$ cat config.mk
export PLATFORM = sky130hd
export DESIGN_NAME = firqChannel
export DESIGN_NICKNAME = d
export VERILOG_FILES = /design/src/rtl/firqPkg.sv /design/src/rtl/firqControl.sv /design/src/rtl/firqDatapath.sv /design/src/rtl/firqChannel.sv
export SDC_FILE = /design/constraint.sdc
export NUM_CORES = 1
export LEC_CHECK = 0
export ABC_AREA = 1
export BUFFER_PORTS_ARGS = -buffer_cell sky130_fd_sc_hd__buf_4
export CAP_MARGIN = 40
export CELL_PAD_IN_SITES_DETAIL_PLACEMENT = 0
export CELL_PAD_IN_SITES_GLOBAL_PLACEMENT = 2
export CORE_UTILIZATION = 25
export DETAILED_ROUTE_END_ITERATION = 10
export GPL_ROUTABILITY_DRIVEN = 0
export PLACE_DENSITY = 0.79
export RECOVER_POWER = 25
export SKIP_CTS_REPAIR_TIMING = 1
export SYNTH_ARGS = -nofsm -noshare
export SYNTH_HDL_FRONTEND = slang
export SYNTH_SLANG_ARGS = --single-unit
$ cat constraint.sdc
create_clock -name clk -period 2.05 [get_ports clk]
set_input_delay 0.41 -clock clk [delete_from_list [all_inputs] [get_ports clk]]
set_output_delay 0.41 -clock clk [all_outputs]
set_load 0.02 [all_outputs]
$ cat src/rtl/firqPkg.sv
package firqPkg;

  typedef enum logic [1:0] {
    TRIG_RISE = 2'd0,
    TRIG_FALL = 2'd1,
    TRIG_HIGH = 2'd2,
    TRIG_LOW  = 2'd3
  } trigMode_e;

  localparam int REG_ADDR_W = 2;
  localparam logic [REG_ADDR_W-1:0] ADDR_CTRL = 2'd0;
  localparam logic [REG_ADDR_W-1:0] ADDR_VEC  = 2'd1;
  localparam logic [REG_ADDR_W-1:0] ADDR_FVEC = 2'd2;

  typedef struct packed {
    logic wrCtrl;
    logic wrVec;
    logic ackRead;
  } ctlStrobes_t;

endpackage

$ cat src/rtl/firqControl.sv
module firqControl
  import firqPkg::*;
(
  input  logic [REG_ADDR_W-1:0] regSel,
  input  logic                  regWr,
  input  logic                  regRd,
  input  trigMode_e             modeQ,
  input  logic                  enableQ,
  input  logic                  pendingQ,
  input  logic                  syncIn,
  output ctlStrobes_t           strb,
  output logic                  firqN
);

  logic levelMode;
  logic levelActive;
  logic reqRaw;

  always_comb begin
    strb.wrCtrl  = regWr && (regSel == ADDR_CTRL);
    strb.wrVec   = regWr && (regSel == ADDR_VEC);
    strb.ackRead = regRd && (regSel == ADDR_FVEC);
  end

  assign levelMode   = (modeQ == TRIG_HIGH) || (modeQ == TRIG_LOW);
  assign levelActive = (modeQ == TRIG_HIGH) ? syncIn : !syncIn;

  always_comb begin
    if (levelMode) reqRaw = levelActive;
    else           reqRaw = pendingQ;
  end

  assign firqN = !(enableQ && reqRaw);

endmodule

$ cat src/rtl/firqDatapath.sv
module firqDatapath
  import firqPkg::*;
#(
  parameter int DATA_W      = 32,
  parameter int SYNC_STAGES = 2,
  parameter int VEC_ALIGN   = 2
) (
  input  logic                  clk,
  input  logic                  rstN,
  input  ctlStrobes_t           strb,
  input  logic [REG_ADDR_W-1:0] regSel,
  input  logic [DATA_W-1:0]     regWdata,
  input  logic                  extIn,
  output logic [DATA_W-1:0]     regRdata,
  output trigMode_e             modeQ,
  output logic                  enableQ,
  output logic                  pendingQ,
  output logic                  syncIn,
  output logic                  edgeHit
);

  localparam int VEC_HI  = DATA_W - 1;
  localparam int CTRL_EN = 2;

  logic [SYNC_STAGES-1:0]  syncChain;
  logic                    prevIn;
  logic [VEC_HI:VEC_ALIGN] vecQ;
  logic [DATA_W-1:0]       vecFull;
  logic [DATA_W-1:0]       ctrlView;

  always_ff @(posedge clk) begin
    if (!rstN) syncChain <= '0;
    else       syncChain <= {syncChain[SYNC_STAGES-2:0], extIn};
  end

  assign syncIn = syncChain[SYNC_STAGES-1];

  always_ff @(posedge clk) begin
    if (!rstN) prevIn <= 1'b0;
    else       prevIn <= syncIn;
  end

  always_comb begin
    unique case (modeQ)
      TRIG_RISE: edgeHit = syncIn && !prevIn;
      TRIG_FALL: edgeHit = !syncIn && prevIn;
      default:   edgeHit = 1'b0;
    endcase
  end

  always_ff @(posedge clk) begin
    if (!rstN) pendingQ <= 1'b0;
    else       pendingQ <= edgeHit || (pendingQ && !strb.ackRead && !modeQ[1]);
  end

  always_ff @(posedge clk) begin
    if (!rstN) begin
      modeQ   <= TRIG_RISE;
      enableQ <= 1'b0;
    end else if (strb.wrCtrl) begin
      modeQ   <= trigMode_e'(regWdata[1:0]);
      enableQ <= regWdata[CTRL_EN];
    end
  end

  always_ff @(posedge clk) begin
    if (!rstN)           vecQ <= '0;
    else if (strb.wrVec) vecQ <= regWdata[VEC_HI:VEC_ALIGN];
  end

  assign vecFull  = {vecQ, {VEC_ALIGN{1'b0}}};
  assign ctrlView = {{(DATA_W-CTRL_EN-1){1'b0}}, enableQ, modeQ};

  always_comb begin
    unique case (regSel)
      ADDR_CTRL: regRdata = ctrlView;
      ADDR_VEC,
      ADDR_FVEC: regRdata = vecFull;
      default:   regRdata = '0;
    endcase
  end

endmodule

$ cat src/rtl/firqChannel.sv
module firqChannel
  import firqPkg::*;
(
  input  logic        clk,
  input  logic        rstN,
  input  logic [1:0]  regSel,
  input  logic        regWr,
  input  logic        regRd,
  input  logic [31:0] regWdata,
  output logic [31:0] regRdata,
  input  logic        extIn,
  output logic        firqN
);

  ctlStrobes_t strb;
  trigMode_e   modeQ;
  logic        enableQ;
  logic        pendingQ;
  logic        syncIn;
  logic        edgeHit;

  firqControl ctlI (
    .regSel(regSel), .regWr(regWr), .regRd(regRd),
    .modeQ(modeQ), .enableQ(enableQ), .pendingQ(pendingQ),
    .syncIn(syncIn), .strb(strb), .firqN(firqN)
  );

  firqDatapath #(.DATA_W(32), .SYNC_STAGES(2), .VEC_ALIGN(2)) dpI (
    .clk(clk), .rstN(rstN), .strb(strb), .regSel(regSel),
    .regWdata(regWdata), .extIn(extIn), .regRdata(regRdata),
    .modeQ(modeQ), .enableQ(enableQ), .pendingQ(pendingQ),
    .syncIn(syncIn), .edgeHit(edgeHit)
  );

endmodule

==> results.sh, run 1 <==
export IMPL_run_status="finished, final reports clean"
export IMPL_first_global_vias=1451
export IMPL_antenna_cells=0
export IMPL_synthTopCellsByCount="nor2_1, nand2_1, inv_1"
export IMPL_synth_adder_area_share_pct=3.017
export IMPL_netlist_area_um2=1659
export IMPL_path_class="primary input to primary output"
export IMPL_via_per_inst=4.112
export IMPL_drcViolationCount=0
export IMPL_area_delta_synth_final_pct=39.29
export IMPL_finalSetupTns_ps=0
export IMPL_synth_top_area_share_pct=44.65
export IMPL_setup_slack_ps=282.4
export IMPL_ys_top_cells_by_area="dfxtp_1, nor2_1, nand2_1, inv_1, o21ai_0"
export IMPL_synth_compound_gate_area_share_pct=11.16
export IMPL_cp_slowest_stage_delay_ps=340
export IMPL_antenna_left=0
export IMPL_r2r_cells=5
export IMPL_critPathLaunchType="primary input"
export IMPL_synthSimpleGateAreaFrac_pct=26.55
export IMPL_power_density_nw_per_um2=655.4
export IMPL_grt_pass1_wl_mm=6.630
export IMPL_synth_cells=247
export IMPL_core_um2=6386
export IMPL_crit_path_cell_trace="buf_4 -> inv_1 -> ha_1 -> buf_12 -> nand2_1 -> inv_1 -> buf_4"
export IMPL_synth_top_family_by_area="simple AND/OR/NAND/NOR gates"
export IMPL_drive_above_1_share_pct=25.32
export IMPL_rows=29
export IMPL_vias=1616
export IMPL_avgSynthCellArea_um2=6.717
export IMPL_clock_latency_ps=280
export IMPL_grt_max_degree=38
export IMPL_fin_crit_ps=1768
export IMPL_die_y_um=83.47
export IMPL_synth_most_common_cell="nor2_1"
export IMPL_cts_buffers=5
export IMPL_synth_fp_nets=290
export IMPL_timing_rr_end="dpI.pendingQ"
export IMPL_regToRegStartpoint="dpI.modeQ[1]"
export IMPL_synth_edf_count=0
export IMPL_cpMaxStageDelayCell="ha_1"
export IMPL_seq_area_frac_synth_pct=44.65
export IMPL_vdd_drop_max_mv=0.2634
export IMPL_clock_root_buffer="clkbuf_8"
export IMPL_drt_iter0_markers=64
export IMPL_place_area_um2=2235
export IMPL_hp_class="primary input to register"
export IMPL_ys_ff_latch=37
export IMPL_reg2reg_slack_ps=1190
export IMPL_crit_path_end="regRdata[31]"
export IMPL_clk_pin_slew_ps=70
export IMPL_start_util_pct=25.98
export IMPL_hpwl_mm=2.828
export IMPL_post_route_util_pct=36.19
export IMPL_antenna_found_initial=0
export IMPL_finalCritPeriodShare_pct=86.22
export IMPL_pre_cts_ws_ps=268.5
export IMPL_p_leak_nw=1.289
export IMPL_fp_dieArea_um2=6966
export IMPL_synth_area_leader_cell="dfxtp_1"
export IMPL_totalWireLength_mm=4.096
export IMPL_htree_levels=2
export IMPL_yosys_cell_types_count=16
export IMPL_io_buffers=71
export IMPL_critical_path_max_fanout=29
export IMPL_cts_tree="built"
export IMPL_cts_sinks=37
export IMPL_nets=358
export IMPL_cp_required_ps=1640
export IMPL_synthFlopType="dfxtp_1"
export IMPL_cap_violations=0
export IMPL_synthXorXnorAreaFrac_pct=0
export IMPL_grt_usage_pct=12.12
export IMPL_postSynth_asyncResetShare_pct=0
export IMPL_die_x_um=83.47
export IMPL_clock_fmax_mhz=565.7
export IMPL_io_pins=72
export IMPL_setup_violations_final=0
export IMPL_fin_skew_ps=0.8811
export IMPL_hold_path_cell_count=3
export IMPL_cp_arrival_ps=1360
export IMPL_yosysWarnings=0
export IMPL_clk_path_buf_depth=2
export IMPL_maxSlewViolCount=0
export IMPL_wl_per_cell_um=10.42
export IMPL_tightest_slew_ps=1361
export IMPL_startpoint="regSel[0]"
export IMPL_postLayoutCellArea_um2=2311
export IMPL_critPathCaptureType="primary output"
export IMPL_firstDrtPassIters=4
export IMPL_overflow=0
export IMPL_finalHoldViolations=0
export IMPL_rsz0062_at_grt="false"
export IMPL_relSlewSlack_pct=9.235
export IMPL_synthMuxAreaShare_pct=0
==> worst max-delay path, delay by kind of cell <==
kind	cells	cell delay (ps)
adder cells (fa/ha/maj)	1	340
buffers and inverters	5	500
AND/OR/NAND/NOR	1	90
==> where the power goes <==
part	leakage, nW	switching (mW)	internal (mW)
clock network	0.0395	0.238	0.242
logic	0.946	0.138	0.123
registers	0.303	0.0187	0.756
==> stage by stage <==
step | power [mW] | cells | hold WS (ps)
after detailed placement | 1.058 | 385 | 406.5
final | 1.515 | 393 | 315.7
after global routing | 1.614 | 393 | 298.8
after CTS | 1.551 | 393 | 299.5
after global placement | 1.057 | 385 | 402.8
after floorplan | 0.9372 | 247 | 390.5
==> worst min path at each step <==
stage	from	end	slack [ps]
2_1_floorplan	dpI.syncChain[0]	dpI.syncChain[1]	390
3_3_place_gp	dpI.syncChain[0]	dpI.syncChain[1]	400
3_5_place_dp	dpI.syncChain[0]	dpI.syncChain[1]	410
4_1_cts	extIn	dpI.syncChain[0]	300
5_1_grt	extIn	dpI.syncChain[0]	300
6_report	extIn	dpI.syncChain[0]	320
==> final cells by class <==
class                           instances  area (um^2)
Clock buffer                            8        80.08
Fill cell                             752         4075
Inverter                               41        153.9
Multi-Input combinational cell        156        675.6
Sequential cell                        37        740.7
Tap cell                               77        96.34
Timing Repair Buffer                   74        564.3
==> sequential cells by signal, indices dropped and copies added, names as in the netlist <==
register       count
dpI.vecQ          30
dpI.prevIn         1
dpI.pendingQ       1
dpI.syncChain      2
dpI.modeQ          2
dpI.enableQ        1
==> layer usage <==
layer,wire [um],global-route usage [%],vias up
li1,-,-,867
met2,1920,20.19,46
met1,1890,14.76,699
met4,61,5.085,0
met3,224,3.264,4
met5,0,0,-
==> cell families after synthesis <==
kind of cell,after synthesis
DFF,37
and+or+nand+nor,115
AOI/OAI and AO/OA,37
buffers and inverters,54
adders and majority gates,4
==> cell usage in the layout, fill, tap and decap left out, drive strengths merged <==
master,count
buf,73
nor2,65
nand2,45
inv,41
dfxtp,37
o21ai,33
clkbuf,9
a21oi,4
ha,4
nand3,3
nor3,2
Power figures use the tool's default switching activity.
==> run 2, diff against run 1 <==
CORE_ASPECT_RATIO = 1.1   (was default)
==> run 2 against run 1 <==
Compared with the run above: first-iteration DRC count is 19% lower; sequential share of layout area is 0.51 points lower; die area hardly changed; via count is 1.1% higher; flip-flop and latch count stayed put; core utilization is 1.1 points higher; power is 2.4% higher; routed wire length is 2.0% higher; critical path type unchanged; non-clock buffer count is 2 higher; register-to-register slack hardly changed; worst hold slack worse by 3.5 ps; sequential power hardly changed.
==> results.sh, run 2 (synthesis gave the netlist of run 1 again) <==
export IMPL_firstDrtPassIters=4
export IMPL_core_um2=6306
export IMPL_cp_required_ps=1640
export IMPL_finalSetupTns_ps=0
export IMPL_critical_path_max_fanout=19
export IMPL_cap_violations=0
export IMPL_hp_class="primary input to register"
export IMPL_rows=30
export IMPL_rsz0062_at_grt="false"
export IMPL_io_pins=72
export IMPL_min_to="dpI.syncChain[0]"
export IMPL_num_fill_cells=707
export IMPL_largest_reg_flops=30
export IMPL_tightest_slew_ps=1395
export IMPL_critPathLaunchType="primary input"
export IMPL_cp_arrival_ps=1360
export IMPL_grt_usage_pct=12.71
export IMPL_vias=1634
export IMPL_cts_tree="built"
export IMPL_hold_path_cell_count=3
export IMPL_clock_latency_ps=280
export IMPL_layout_common_cells="buf_4, nor2_1, nand2_1, inv_1, dfxtp_1"
export IMPL_fp_dieArea_um2=6966
export IMPL_maxSlewViolCount=0
export IMPL_clk_pin_slew_ps=70
export IMPL_top_register="dpI.vecQ"
export IMPL_clk_path_buf_depth=2
export IMPL_overflow=0
export IMPL_grt_max_degree=38
export IMPL_clock_fmax_mhz=563.7
export IMPL_layout_area_seq_um2=740.7
export IMPL_nets=360
export IMPL_top_regs="dpI.vecQ (30), dpI.modeQ (2), dpI.syncChain (2)"
export IMPL_via_per_inst=4.116
export IMPL_post_route_util_pct=37.24
export IMPL_clock_root_buffer="clkbuf_8"
export IMPL_run_status="finished, final reports clean"
export IMPL_timing_rr_end="dpI.pendingQ"
export IMPL_regToRegStartpoint="dpI.modeQ[1]"
export IMPL_multi_input_area_um2=675.6
export IMPL_grt_pass1_wl_mm=6.755
export IMPL_pre_cts_ws_ps=282.2
export IMPL_vdd_drop_max_mv=0.2606
export IMPL_relSlewSlack_pct=7.026
export IMPL_fin_crit_ps=1774
export IMPL_setup_violations_final=0
export IMPL_mostFrequentLayoutCell="buf_4"
export IMPL_antenna_found_initial=0
export IMPL_grt_busiest_layer="met2"
export IMPL_critPathCaptureType="primary output"
export IMPL_die_y_um=87.44
export IMPL_die_x_um=79.67
export IMPL_setup_slack_ps=276.0
export IMPL_start_util_pct=26.31
export IMPL_met3_usage_pct=3.665
export IMPL_met1_usage_pct=13.95
export IMPL_whs_ps=312.2
export IMPL_total_power_mw=1.550
export IMPL_antenna_cells=0
export IMPL_drt_iter0_markers=52
export IMPL_p_leak_nw=1.307
export IMPL_path_class="primary input to primary output"
export IMPL_grt_util_met2_pct=22.61
export IMPL_drive_above_1_share_pct=26.18
export IMPL_finalHoldViolations=0
export IMPL_htree_levels=2
export IMPL_area_delta_synth_final_pct=41.55
export IMPL_reg2reg_slack_ps=1180
export IMPL_cts_sinks=37
export IMPL_holdCritStartpoint="extIn"
export IMPL_fin_skew_ps=0.3083
export IMPL_cts_buffers=5
export IMPL_io_buffers=71
export IMPL_drcViolationCount=0
export IMPL_r2r_cells=5
export IMPL_antenna_left=0
export IMPL_totalWireLength_mm=4.177
export IMPL_wl_per_cell_um=10.52
export IMPL_first_global_vias=1536
export IMPL_hpwl_mm=2.928
export IMPL_power_density_nw_per_um2=660.1
export IMPL_finalCritPeriodShare_pct=86.54
## run 2: stage by stage
step,instances,instance area (um^2)
6_report,397,2349
5_1_grt,397,2349
3_5_place_dp,390,2266
2_1_floorplan,247,1659
4_1_cts,397,2352
3_3_place_gp,390,2266
## run 2: how the worst max path moves through the flow
stage                   start            to  slack (ps)  depth (start not counted)
finish              regSel[0]  regRdata[10]         280                          7
global route             rstN  dpI.modeQ[0]         190                          3
CTS                 regSel[0]  regRdata[28]         280                          7
detailed placement  regSel[0]  regRdata[28]         280                          7
global placement    regSel[0]  regRdata[14]         290                          7
floorplan           regSel[0]   regRdata[2]         330                          5
## run 2: power by group
group	internal [mW]	switching, mW
clock network	0.267	0.241
registers	0.755	0.0186
logic	0.128	0.140
## run 2: layout make-up
type	count	area share, %
repair buffers	76	25.20
well taps	80	4.262
flip-flops and latches	37	31.54
multi-input cells	156	28.77
clock buffers	7	3.676
inverters	41	6.553
## run 2: worst max-delay path, cell delays in order
cell and delay [ps]:
buf_4 90, inv_1 50, ha_1 350, buf_12 180
nand2_1 80, inv_1 40, buf_4 140
## run 2: per-layer routing
layer,routed length [um],share of wire [%]
met5,0,0
met1,1774,42
met2,2059,49
met3,271,6.5
met4,71,1.7
==> run 3, diff against run 2 <==
--- a/config.mk
+++ b/config.mk
@@ -13,2 +13,3 @@
 export CORE_ASPECT_RATIO = 1.1
+export CORE_MARGIN = 2
 export CORE_UTILIZATION = 25
==> constraint.sdc (replaced) <==
create_clock -name clk -period 2.05 [get_ports clk]
set_input_delay 0.3075 -clock clk [delete_from_list [all_inputs] [get_ports clk]]
set_output_delay 0.3075 -clock clk [all_outputs]
set_load 0.02 [all_outputs]
==> run 3 against run 2 <==
Compared with the run above: clock skew is essentially flat; non-clock buffer count down 2; sequential power about the same; fmax rose by 9.4%; global-route usage down 0.62 points; flip-flop and latch count stayed put; register-to-register slack better by 20 ps; setup slack better by 150 ps; cell count grew 0.25%; critical endpoint is now regRdata[14].
==> results.sh, run 3 (synthesis gave the netlist of run 1 again) <==
export IMPL_core_um2=6516
export IMPL_p_int_mw=1.271
export IMPL_area_delta_synth_final_pct=41.10
export IMPL_critical_path_max_fanout=19
export IMPL_clock_latency_ps=280
export IMPL_rows=31
export IMPL_clock_root_buffer="clkbuf_8"
export IMPL_totalWireLength_mm=4.244
export IMPL_crit_path_frequent_cell="buf_4"
export IMPL_maxSlewViolCount=0
export IMPL_tightest_slew_ps=1446
export IMPL_hp_class="primary input to register"
export IMPL_layout_common_cells="buf_4, nor2_1, nand2_1, inv_1, dfxtp_1"
export IMPL_die_x_um=81.67
export IMPL_path_class="primary input to primary output"
export IMPL_hold_path_cell_count=3
export IMPL_regToRegStartpoint="dpI.modeQ[1]"
export IMPL_nets=358
export IMPL_cpMaxStageDelayCell="ha_1"
export IMPL_die_y_um=89.44
export IMPL_top_regs="dpI.vecQ (30), dpI.modeQ (2), dpI.syncChain (2)"
export IMPL_fin_skew_ps=0.5485
export IMPL_setup_violations_final=0
export IMPL_timing_rr_end="dpI.pendingQ"
export IMPL_pre_cts_ws_ps=447.5
export IMPL_power_density_nw_per_um2=717.1
export IMPL_top_register="dpI.vecQ"
export IMPL_grt_max_degree=38
export IMPL_crit_family="buffers and inverters"
export IMPL_power_switching_uw=408.1
export IMPL_p_seq_share_pct=46.1
export IMPL_io_buffers=71
export IMPL_via_per_inst=4.050
export IMPL_total_power_mw=1.679
export IMPL_fin_crit_ps=1621
export IMPL_postLayoutCellArea_um2=2341
export IMPL_antenna_cells=0
export IMPL_vdd_drop_max_mv=0.2933
export IMPL_drive_above_1_share_pct=25.95
export IMPL_path_buf_inv=5
export IMPL_wl_per_cell_um=10.66
export IMPL_cts_buffers=5
export IMPL_grt_usage_pct=12.10
export IMPL_finalHoldViolations=0
export IMPL_holdCritStartpoint="extIn"
export IMPL_start_util_pct=25.46
export IMPL_antenna_found_initial=0
export IMPL_cp_required_ps=1740
export IMPL_finalSetupTns_ps=0
export IMPL_num_fill_cells=733
export IMPL_antenna_left=0
export IMPL_pwr_share_clk_pct=38.5
export IMPL_cap_violations=0
export IMPL_first_global_vias=1469
export IMPL_firstDrtPassIters=4
export IMPL_overflow=0
export IMPL_cp_arrival_ps=1310
export IMPL_clk_pin_slew_ps=70
export IMPL_drcViolationCount=0
export IMPL_hpwl_mm=2.852
export IMPL_post_route_util_pct=35.93
export IMPL_largest_reg_flops=30
export IMPL_switching_share_pct=24.31
export IMPL_htree_levels=2
export IMPL_finalCritPeriodShare_pct=79.08
export IMPL_reg2reg_slack_ps=1200
export IMPL_crit_path_cell_trace="buf_4 -> inv_1 -> ha_1 -> buf_4 -> nand2_1 -> inv_1 -> buf_4"
export IMPL_min_to="dpI.syncChain[0]"
export IMPL_run_status="finished, final reports clean"
export IMPL_relSlewSlack_pct=3.597
export IMPL_setup_slack_ps=428.9
export IMPL_mostFrequentLayoutCell="buf_4"
export IMPL_io_pins=72
export IMPL_place_area_um2=2228
export IMPL_cp_slowest_stage_delay_ps=310
export IMPL_clock_fmax_mhz=616.9
export IMPL_p_comb_share_pct=15.4
export IMPL_critPathCaptureType="primary output"
export IMPL_clk_path_buf_depth=2
export IMPL_critPathLaunchType="primary input"
export IMPL_vias=1612
export IMPL_drt_iter0_markers=34
export IMPL_r2r_cells=5
export IMPL_cts_tree="built"
export IMPL_fp_dieArea_um2=7305
export IMPL_p_leak_nw=1.304
export IMPL_rsz0062_at_grt="false"
export IMPL_cts_sinks=37
export IMPL_grt_pass1_wl_mm=6.610
## run 3: cell count changes in the layout (fill, tap and decap cells not counted)
cell       previous run  this run
buf_12                2         0
bufinv_16             0         1
o21ai_0              25        26
o21ai_1               8         7
## run 3: worst register-to-register path, stage by stage (launching register included)
cell and delay, ps:
dfxtp_1 380, inv_1 100, nand3_1 100, nand3_1 80, nand2_1 50, inv_1 50
## run 3: worst max path at each step
stage / from / end / slack (ps) / cells past startpoint
floorplan: regSel[0] / regRdata[2] / 530 / 5
global placement: regSel[0] / regRdata[12] / 440 / 7
detailed placement: regSel[0] / regRdata[27] / 450 / 7
CTS: regSel[0] / regRdata[14] / 440 / 7
global route: rstN / dpI.modeQ[0] / 220 / 3
finish: regSel[0] / regRdata[14] / 430 / 7
## run 3: stage by stage
step           hold WS (ps)  instances
2_1_floorplan         390.5        247
3_3_place_gp          428.7        390
3_5_place_dp          420.7        390
4_1_cts               187.8        398
5_1_grt               209.3        398
6_report              202.1        398
## run 3: metal layers
| metal | GRT usage, % | wire [um] | up-vias | share of wire (%) |
|---|---|---|---|---|
| met4 | 5.455 | 80 | 0 | 1.9 |
| met1 | 14.43 | 2016 | 698 | 48 |
| met2 | 19.97 | 1876 | 41 | 44 |
| li1 | - | - | 866 | - |
| met5 | 0 | 0 | - | 0 |
| met3 | 3.737 | 271 | 7 | 6.4 |
## run 3: layout make-up
type | count | area (um^2) | area share, %
clock inverter | 1 | 30.03 | 1.283
tap | 82 | 102.6 | 4.383
timing repair buffer | 74 | 551.8 | 23.57
clock buffer | 7 | 86.33 | 3.688
inverter | 41 | 153.9 | 6.574
sequential | 37 | 740.7 | 31.64
multi-input combinational | 156 | 675.6 | 28.86
## run 3: power groups by stage
stage	logic (mW)	registers, mW	clock network (mW)
final	0.259	0.774	0.646
after global routing	0.290	0.778	0.717
after CTS	0.264	0.773	0.681
after detailed placement	0.263	0.790	0
after global placement	0.265	0.789	0
after floorplan	0.151	0.786	0
